**src/rtl/mcb_pkg.sv**
```systemverilog
package mcb_pkg;
  // Byte offset bits ignored for both index and tag (8-byte granularity).
  localparam int unsigned GRAN_BITS = 3;

  function automatic int unsigned ceil_div(input int unsigned n, input int unsigned d);
    return (n + d - 1) / d;
  endfunction
endpackage

```
**src/rtl/mcb_hash.sv**
```systemverilog
module mcb_hash
  import mcb_pkg::*;
#(
  parameter int unsigned ADDR_W = 32,
  parameter int unsigned IDX_W  = 4,
  localparam int unsigned TAG_W = ADDR_W - GRAN_BITS
) (
  input  logic [ADDR_W-1:0] addr_i,
  output logic [IDX_W-1:0]  idx_o,
  output logic [TAG_W-1:0]  tag_o
);
  localparam int unsigned NGRP = ceil_div(TAG_W, IDX_W);

  logic [TAG_W-1:0] word;
  logic [IDX_W-1:0] grp [NGRP];

  assign word  = addr_i[ADDR_W-1:GRAN_BITS];
  assign tag_o = word;

  // Slice the word into index-wide groups; bits past the top read as zero.
  for (genvar g = 0; g < NGRP; g++) begin : g_grp
    for (genvar b = 0; b < IDX_W; b++) begin : g_bit
      if (g * IDX_W + b < TAG_W) begin : g_in
        assign grp[g][b] = word[g*IDX_W+b];
      end else begin : g_pad
        assign grp[g][b] = 1'b0;
      end
    end
  end

  always_comb begin
    idx_o = '0;
    for (int g = 0; g < NGRP; g++) idx_o = idx_o ^ grp[g];
  end
endmodule

```
**src/rtl/mcb_line_array.sv**
```systemverilog
module mcb_line_array #(
  parameter int unsigned LINES = 16,
  parameter int unsigned WAYS  = 2,
  parameter int unsigned TAG_W = 29,
  parameter int unsigned REG_W = 5,
  localparam int unsigned IDX_W = $clog2(LINES),
  localparam int unsigned WAY_W = (WAYS > 1) ? $clog2(WAYS) : 1
) (
  input  logic                        clk,
  input  logic                        rst_n,
  input  logic                        clr_i,
  // store lookup
  input  logic                        st_valid_i,
  input  logic [IDX_W-1:0]            st_idx_i,
  input  logic [TAG_W-1:0]            st_tag_i,
  output logic [WAYS-1:0]             st_hit_o,
  output logic [WAYS-1:0][REG_W-1:0]  st_rd_o,
  // check invalidation
  input  logic                        chk_valid_i,
  input  logic [REG_W-1:0]            chk_rd_i,
  // preload insertion
  input  logic                        pl_valid_i,
  input  logic [IDX_W-1:0]            pl_idx_i,
  input  logic [TAG_W-1:0]            pl_tag_i,
  input  logic [REG_W-1:0]            pl_rd_i,
  output logic                        evict_valid_o,
  output logic [REG_W-1:0]            evict_rd_o
);
  logic [WAYS-1:0]             vld_q   [LINES];
  logic [WAYS-1:0][TAG_W-1:0]  tag_q   [LINES];
  logic [WAYS-1:0][REG_W-1:0]  rd_q    [LINES];
  logic [WAY_W-1:0]            ptr_q   [LINES];
  logic [WAYS-1:0]             vld_chk [LINES];

  logic [WAYS-1:0]  line_v;
  logic [WAY_W-1:0] free_way;
  logic [WAY_W-1:0] victim;
  logic             line_full;

  // Store lookup sees the entries as they stood before this cycle's check.
  for (genvar w = 0; w < WAYS; w++) begin : g_st
    assign st_hit_o[w] = st_valid_i && vld_q[st_idx_i][w]
                         && (tag_q[st_idx_i][w] == st_tag_i);
    assign st_rd_o[w]  = rd_q[st_idx_i][w];
  end

  // A check drops every entry tagged with its register.
  for (genvar l = 0; l < LINES; l++) begin : g_line
    for (genvar w = 0; w < WAYS; w++) begin : g_way
      assign vld_chk[l][w] = vld_q[l][w]
                             && !(chk_valid_i && (rd_q[l][w] == chk_rd_i));
    end
  end

  assign line_v    = vld_chk[pl_idx_i];
  assign line_full = &line_v;

  always_comb begin
    free_way = '0;
    for (int w = WAYS - 1; w >= 0; w--) begin
      if (!line_v[w]) free_way = WAY_W'(w);
    end
  end

  assign victim        = line_full ? ptr_q[pl_idx_i] : free_way;
  assign evict_valid_o = pl_valid_i && line_full;
  assign evict_rd_o    = rd_q[pl_idx_i][victim];

  always_ff @(posedge clk or negedge rst_n) begin
    if (!rst_n) begin
      for (int l = 0; l < LINES; l++) begin
        vld_q[l] <= '0;
        tag_q[l] <= '0;
        rd_q[l]  <= '0;
        ptr_q[l] <= '0;
      end
    end else if (clr_i) begin
      for (int l = 0; l < LINES; l++) begin
        vld_q[l] <= '0;
        ptr_q[l] <= '0;
      end
    end else begin
      for (int l = 0; l < LINES; l++) vld_q[l] <= vld_chk[l];
      if (pl_valid_i) begin
        vld_q[pl_idx_i][victim] <= 1'b1;
        tag_q[pl_idx_i][victim] <= pl_tag_i;
        rd_q[pl_idx_i][victim]  <= pl_rd_i;
        if (line_full) begin
          ptr_q[pl_idx_i] <= (ptr_q[pl_idx_i] == WAY_W'(WAYS - 1))
                             ? '0 : ptr_q[pl_idx_i] + 1'b1;
        end
      end
    end
  end

  logic any_vld;
  always_comb begin
    any_vld = 1'b0;
    for (int l = 0; l < LINES; l++) any_vld = any_vld | (|vld_q[l]);
  end

  // the inserted entry is present and carries the preload's register.
  p_fill_r3: assert property (@(posedge clk) disable iff (!rst_n)
    (pl_valid_i && !clr_i) |=>
      (vld_q[$past(pl_idx_i)][$past(victim)]
       && rd_q[$past(pl_idx_i)][$past(victim)] == $past(pl_rd_i)))
    else $error("p_fill_r3");

  // clear leaves no valid entry behind.
  p_clr_empty_r9: assert property (@(posedge clk) disable iff (!rst_n)
    clr_i |=> !any_vld)
    else $error("p_clr_empty_r9");
endmodule

```
**src/rtl/mcb_conflict_bits.sv**
```systemverilog
module mcb_conflict_bits #(
  parameter int unsigned NREG  = 32,
  parameter int unsigned REG_W = 5
) (
  input  logic             clk,
  input  logic             rst_n,
  input  logic             clr_i,
  input  logic [NREG-1:0]  st_set_i,
  input  logic             chk_valid_i,
  input  logic [REG_W-1:0] chk_rd_i,
  input  logic             pl_valid_i,
  input  logic [REG_W-1:0] pl_rd_i,
  input  logic             evict_valid_i,
  input  logic [REG_W-1:0] evict_rd_i,
  output logic             chk_hit_o,
  output logic [NREG-1:0]  bits_o
);
  logic [NREG-1:0] bits_q;
  logic [NREG-1:0] after_st;
  logic [NREG-1:0] bits_d;

  // Order within a cycle: store sets, check reads and clears,
  // preload clears its own register, eviction sets the victim.
  assign after_st  = bits_q | st_set_i;
  assign chk_hit_o = after_st[chk_rd_i];

  always_comb begin
    bits_d = after_st;
    if (chk_valid_i)   bits_d[chk_rd_i]   = 1'b0;
    if (pl_valid_i)    bits_d[pl_rd_i]    = 1'b0;
    if (evict_valid_i) bits_d[evict_rd_i] = 1'b1;
  end

  always_ff @(posedge clk or negedge rst_n) begin
    if (!rst_n)     bits_q <= '0;
    else if (clr_i) bits_q <= '0;
    else            bits_q <= bits_d;
  end

  assign bits_o = bits_q;

  // clear zeroes every conflict bit.
  p_clr_bits_r9: assert property (@(posedge clk) disable iff (!rst_n)
    clr_i |=> (bits_q == '0))
    else $error("p_clr_bits_r9");

  // an eviction always leaves its victim flagged.
  p_evict_flag_r5: assert property (@(posedge clk) disable iff (!rst_n)
    (evict_valid_i && !clr_i) |=> bits_q[$past(evict_rd_i)])
    else $error("p_evict_flag_r5");
endmodule

```
**src/rtl/mcb_conflict_buffer.sv**
```systemverilog
module mcb_conflict_buffer
  import mcb_pkg::*;
#(
  parameter int unsigned ADDR_W = 32,
  parameter int unsigned LINES  = 16,
  parameter int unsigned WAYS   = 2,
  parameter int unsigned NREG   = 32,
  localparam int unsigned REG_W = $clog2(NREG),
  localparam int unsigned IDX_W = $clog2(LINES),
  localparam int unsigned TAG_W = ADDR_W - GRAN_BITS
) (
  input  logic              clk,
  input  logic              rst_n,
  input  logic              clr_i,
  input  logic              pl_valid_i,
  input  logic [ADDR_W-1:0] pl_addr_i,
  input  logic [REG_W-1:0]  pl_rd_i,
  input  logic              st_valid_i,
  input  logic [ADDR_W-1:0] st_addr_i,
  input  logic              chk_valid_i,
  input  logic [REG_W-1:0]  chk_rd_i,
  output logic              chk_resp_valid_o,
  output logic              chk_taken_o
);
  logic [IDX_W-1:0] pl_idx, st_idx;
  logic [TAG_W-1:0] pl_tag, st_tag;
  logic [WAYS-1:0]             st_hit;
  logic [WAYS-1:0][REG_W-1:0]  st_rd;
  logic             evict_valid;
  logic [REG_W-1:0] evict_rd;
  logic [NREG-1:0]  st_set;
  logic [NREG-1:0]  conf_bits;
  logic             chk_hit;

  mcb_hash #(.ADDR_W(ADDR_W), .IDX_W(IDX_W)) u_pl_hash (
    .addr_i(pl_addr_i), .idx_o(pl_idx), .tag_o(pl_tag)
  );

  mcb_hash #(.ADDR_W(ADDR_W), .IDX_W(IDX_W)) u_st_hash (
    .addr_i(st_addr_i), .idx_o(st_idx), .tag_o(st_tag)
  );

  mcb_line_array #(
    .LINES(LINES), .WAYS(WAYS), .TAG_W(TAG_W), .REG_W(REG_W)
  ) u_lines (
    .clk          (clk),
    .rst_n        (rst_n),
    .clr_i        (clr_i),
    .st_valid_i   (st_valid_i),
    .st_idx_i     (st_idx),
    .st_tag_i     (st_tag),
    .st_hit_o     (st_hit),
    .st_rd_o      (st_rd),
    .chk_valid_i  (chk_valid_i),
    .chk_rd_i     (chk_rd_i),
    .pl_valid_i   (pl_valid_i),
    .pl_idx_i     (pl_idx),
    .pl_tag_i     (pl_tag),
    .pl_rd_i      (pl_rd_i),
    .evict_valid_o(evict_valid),
    .evict_rd_o   (evict_rd)
  );

  // Turn per-way store hits into a register-indexed set mask.
  always_comb begin
    st_set = '0;
    for (int w = 0; w < WAYS; w++) begin
      if (st_hit[w]) st_set[st_rd[w]] = 1'b1;
    end
  end

  mcb_conflict_bits #(.NREG(NREG), .REG_W(REG_W)) u_bits (
    .clk          (clk),
    .rst_n        (rst_n),
    .clr_i        (clr_i),
    .st_set_i     (st_set),
    .chk_valid_i  (chk_valid_i),
    .chk_rd_i     (chk_rd_i),
    .pl_valid_i   (pl_valid_i),
    .pl_rd_i      (pl_rd_i),
    .evict_valid_i(evict_valid),
    .evict_rd_i   (evict_rd),
    .chk_hit_o    (chk_hit),
    .bits_o       (conf_bits)
  );

  always_ff @(posedge clk or negedge rst_n) begin
    if (!rst_n) begin
      chk_resp_valid_o <= 1'b0;
      chk_taken_o      <= 1'b0;
    end else begin
      chk_resp_valid_o <= chk_valid_i;
      chk_taken_o      <= chk_valid_i && chk_hit;
    end
  end

  p_resp_follows_r10: assert property (@(posedge clk) disable iff (!rst_n)
    chk_valid_i |=> chk_resp_valid_o)
    else $error("p_resp_follows_r10");

  p_no_stray_resp_r10: assert property (@(posedge clk) disable iff (!rst_n)
    !chk_valid_i |=> !chk_resp_valid_o)
    else $error("p_no_stray_resp_r10");

  p_taken_qualified_r10: assert property (@(posedge clk) disable iff (!rst_n)
    !chk_resp_valid_o |-> !chk_taken_o)
    else $error("p_taken_qualified_r10");

  // after a check its register is no longer flagged.
  p_chk_clears_r6: assert property (@(posedge clk) disable iff (!rst_n)
    chk_valid_i |=> !conf_bits[$past(chk_rd_i)])
    else $error("p_chk_clears_r6");

  // a same-cycle store hit on the checked register is reported.
  p_store_first_r8: assert property (@(posedge clk) disable iff (!rst_n)
    (chk_valid_i && st_set[chk_rd_i]) |=> chk_taken_o)
    else $error("p_store_first_r8");
endmodule

```
**config.mk**
```make
export PLATFORM = sky130hd
export DESIGN_NAME = mcb_conflict_buffer
export DESIGN_NICKNAME = d
export VERILOG_FILES = /design/src/rtl/mcb_pkg.sv /design/src/rtl/mcb_hash.sv /design/src/rtl/mcb_line_array.sv /design/src/rtl/mcb_conflict_bits.sv /design/src/rtl/mcb_conflict_buffer.sv
export SDC_FILE = /design/constraint.sdc
export NUM_CORES = 2
export LEC_CHECK = 0
export CAP_MARGIN = 25
export CORE_ASPECT_RATIO = 0.9
export CORE_UTILIZATION = 60
export DETAILED_ROUTE_END_ITERATION = 10
export GPL_TIMING_DRIVEN = 0
export PLACE_DENSITY_LB_ADDON = 0.15
export SLEW_MARGIN = 20
export SYNTH_ARGS = -nofsm -noshare
export SYNTH_HDL_FRONTEND = slang
export SYNTH_SLANG_ARGS = --single-unit
```
**constraint.sdc**
```tcl
create_clock -name clk -period 8 [get_ports clk]
set_input_delay 1.6 -clock clk [delete_from_list [all_inputs] [get_ports clk]]
set_output_delay 1.6 -clock clk [all_outputs]
set_load 0.01 [all_outputs]
```
==> flow_metrics.py <==
metrics = {
    "outcome": {
        "status": "complete, but fails checks",
        "violations": "negative setup slack",
    },
    "detailed_routing": {
        "avgViaCountPerCell": 7.26,
        "vias": 45100,
        "wire_per_inst_um": 39.4,
        "drt_iter0_drc": 6774,
        "route.detailed.drc": 0,
        "ant_nets": 0,
        "first_pass_iters": 9,
        "routed_wl_um": 245000,
    },
    "critical_path": {
        "reg2reg_from": "u_lines.rd_q[139]",
        "path_class": "input pin to register",
        "start_kind": "input pin",
        "worst-endpoint-required_ps": 8640,
        "r2r_slack_ps": 2650,
        "r2r-end": "u_lines.tag_q[710]",
        "crit_buf_inv": 6,
        "worst-path-max-fanout": 10,
        "crit_chain": "clkdlybuf4s50_1 > xnor3_1 > xnor2_2 > clkbuf_1 > buf_6 > clkbuf_2 > mux2i_1 > xnor2_1 > a221oi_1 > nand4_1 > nor4_4 > buf_8 > buf_4 > a41oi_1 > o211ai_2 > o41ai_1 > nor4_1 > nand4_1 > a2111oi_2",
        "cpMostUsedCell": "nand4_1",
        "cpLargestDelayFamily": "buffers and inverters",
        "reg2regPathDepth": 15,
        "endpoint_kind": "register",
        "cpPeakStageDelay_ps": 810,
        "crit_slowest_cell": "xnor2_2",
        "arrival_ps": 8930,
    },
    "min_path": {
        "min_path_cells": 1,
        "min_to": "u_lines.tag_q[697]",
        "hold_class": "register to register",
        "worstHoldStart": "u_lines.tag_q[697]",
    },
    "synth": {
        "synth_cell_types": 88,
        "synth-seq-cells": 1170,
        "syn_nets": 4631,
        "yosysSeqAreaShare_pct": 48.7,
        "synth_warnings": 0,
        "synthTopCellsByArea": "dfrtp_1 49%, mux2_2 21%, mux4_2 9.7%, xnor2_1 3.4%, mux2i_1 2.9%",
        "yosysTopAreaCell": "dfrtp_1",
        "yosysMostFrequentCell": "dfrtp_1",
        "yosys_most_used_dff": "dfrtp_1",
        "synthTopCellsByCount": "1,170 x dfrtp_1, 1,100 x mux2_2, 336 x nand2_1, 260 x mux4_2, 234 x xnor2_1",
        "syn-cell-area_um2": 60100,
        "synth_edf_count": 0,
        "yosysTopAreaCellShare_pct": 48.7,
        "avgSynthCellArea_um2": 13.2,
        "async_flop_share_pct": 100,
        "synthCells": 4551,
    },
    "sta": {
        "fin_crit_ps": 8290,
        "setup_slack_ps": -289,
        "finalHoldViolations": 0,
        "finClkSkew_ps": 46.4,
        "fin_crit_sh_pct": 104,
        "rsz0062_at_grt": "yes",
        "whs_ps": 497,
        "maxSlewHeadroom_pct": 20.3,
        "tightest_slew_ps": 1190,
        "fmax_ghz": 0.121,
        "setup_violations": 23,
        "maxSlewViolCount": 0,
    },
    "floorplanning": {
        "start_util_pct": 60.8,
        "core_area_um2": 98700,
        "die_h_um": 302,
        "rows": 109,
        "die_area_um2": 101000,
        "die_w_um": 336,
        "ioPinCount": 82,
    },
    "placement": {
        "postPlaceCellArea_um2": 63000,
        "dp_cells": 5979,
        "portBuffers": 55,
        "place.gp.congestion": 1.08,
        "hpwlAfterDp_um": 175000,
    },
    "clock_network": {
        "cts_tree": "built",
        "clock_sinks": 1170,
        "cts_buffers": 117,
        "clock_path_buffers": 3,
        "path_clk_slew_ps": 70,
        "worstSkewPairLatency_ps": 780,
        "htreeDepth": 3,
        "cts-root-buf": "clkbuf_16",
    },
    "global_routing": {
        "antenna_found_initial": 9,
        "grt-ovfl-total": 0,
        "grt_pass1_vias": 43400,
        "grt_pass1_wl_um": 338000,
        "grt_max_degree": 150,
        "grt_usage_pct": 48.7,
    },
    "pwr": {
        "power_leakage_nw": 30.3,
        "powerDensity_nw_per_um2": 379,
        "finalPower_mw": 25.5,
        "ir_worst_vdd_uv": 260,
    },
    "cells_and_area": {
        "syn_to_final_growth_pct": 12.1,
        "instances_no_fill": 6214,
        "nFillCells": 7322,
        "stdcell_area_um2": 67300,
        "final_util_pct": 68.2,
        "final_nets": 4857,
        "drive_above_1_share_pct": 37.6,
    },
    "flow_run": {
        "drv_cap": 0,
    },
}
[registers in the layout, summed over array words and instances (netlist names)]
name / flops
u_lines.tag_q: 928
u_lines.rd_q: 160
u_bits.bits_o: 32
u_lines.vld_q: 32
u_lines.ptr_q: 16
chk_resp_valid_o: 1
chk_taken_o: 1
[cell families after synthesis]
family                    Yosys count  synth area share (%)
buffers and inverters             414                  3.18
AOI/OAI and AO/OA                 413                  4.68
and+or+nand+nor                   747                  5.94
DFF                              1170                  48.7
xor gates and xnor gates          275                  4.21
muxes                            1532                  33.2
[routing by layer]
metal  vias up  routed length, µm  GRT usage (%)  share of wire (%)
li1      17200                  -              -                  -
met4        10              18100           28.8                7.4
met5         -                 73              0              0.030
met2      3530              98100           65.2                 40
met1     23500              91800           64.8                 38
met3       900              36600           22.1                 15
[per-stage QoR]
stage	setup WS [ps]	setup TNS [ps]
finish	-289	-777
detailed placement	-1550	-739300
global route	-50.1	-50.1
floorplan	2080	0
CTS	-140	-140
global placement	-47930	-
[area by class of cell]
type                            instances  area, µm²  share of cell area (%)
Multi-Input combinational cell       2967      29100                    43.2
Sequential cell                      1170      29300                    43.5
Clock buffer                          174       3460                    5.15
Buffer                                395       1910                    2.84
Timing Repair Buffer                  109       1290                    1.92
Tap cell                             1332       1670                    2.48
Inverter                               17       63.8                  0.0948
Antenna cell                           14       35.0                  0.0520
Clock inverter                         36        539                   0.801
[how the worst max path moves through the flow]
stage | from | end | slack [ps] | depth (start not counted)
finish | st_addr_i[4] | chk_taken_o | -290 | 19
floorplan | st_addr_i[15] | chk_taken_o | 2080 | 19
detailed placement | st_addr_i[27] | chk_taken_o | -1550 | 20
global route | st_addr_i[4] | chk_taken_o | -50 | 19
CTS | st_addr_i[27] | chk_taken_o | -140 | 20
global placement | rst_n | u_lines.tag_q[134] | -47930 | 1
[cell usage in the layout (no fill, tap or decap), drive strengths merged, types with 80 or more instances in the layout]
cell type,count
dfrtp,1170
nand2,336
nor2,123
mux4,260
nand4,80
buf,215
mux2i,172
o21ai,121
clkbuf,406
mux2,1100
xnor2,235
[worst register-to-register path: stages (launching register included)]
cell and delay [ps]:
dfrtp_1 470, xnor2_1 240, nand4_1 220, o21ai_0 360
mux2_2 220, a221o_1 140, o211ai_1 130, nand4_1 270
nor2_1 100, nor2_1 460, nor2b_1 120, clkbuf_1 250
clkbuf_1 300, nand2_1 710, buf_1 830, mux2_2 430
[power by group]
part / internal, mW / switching, mW
Combinational: 4.33 / 6.11
Clock: 3.34 / 2.51
Sequential: 7.90 / 1.33
[what timing repair did]
action | CTS | global route
buffers inserted | 0 | 9
resized for setup | 13 | 34
gates cloned | 0 | 0
pin swaps | 0 | 4
hold buffers | 0 | 0
endpoints found under the setup margin | 419 | 48
Power figures use the tool's default switching activity.
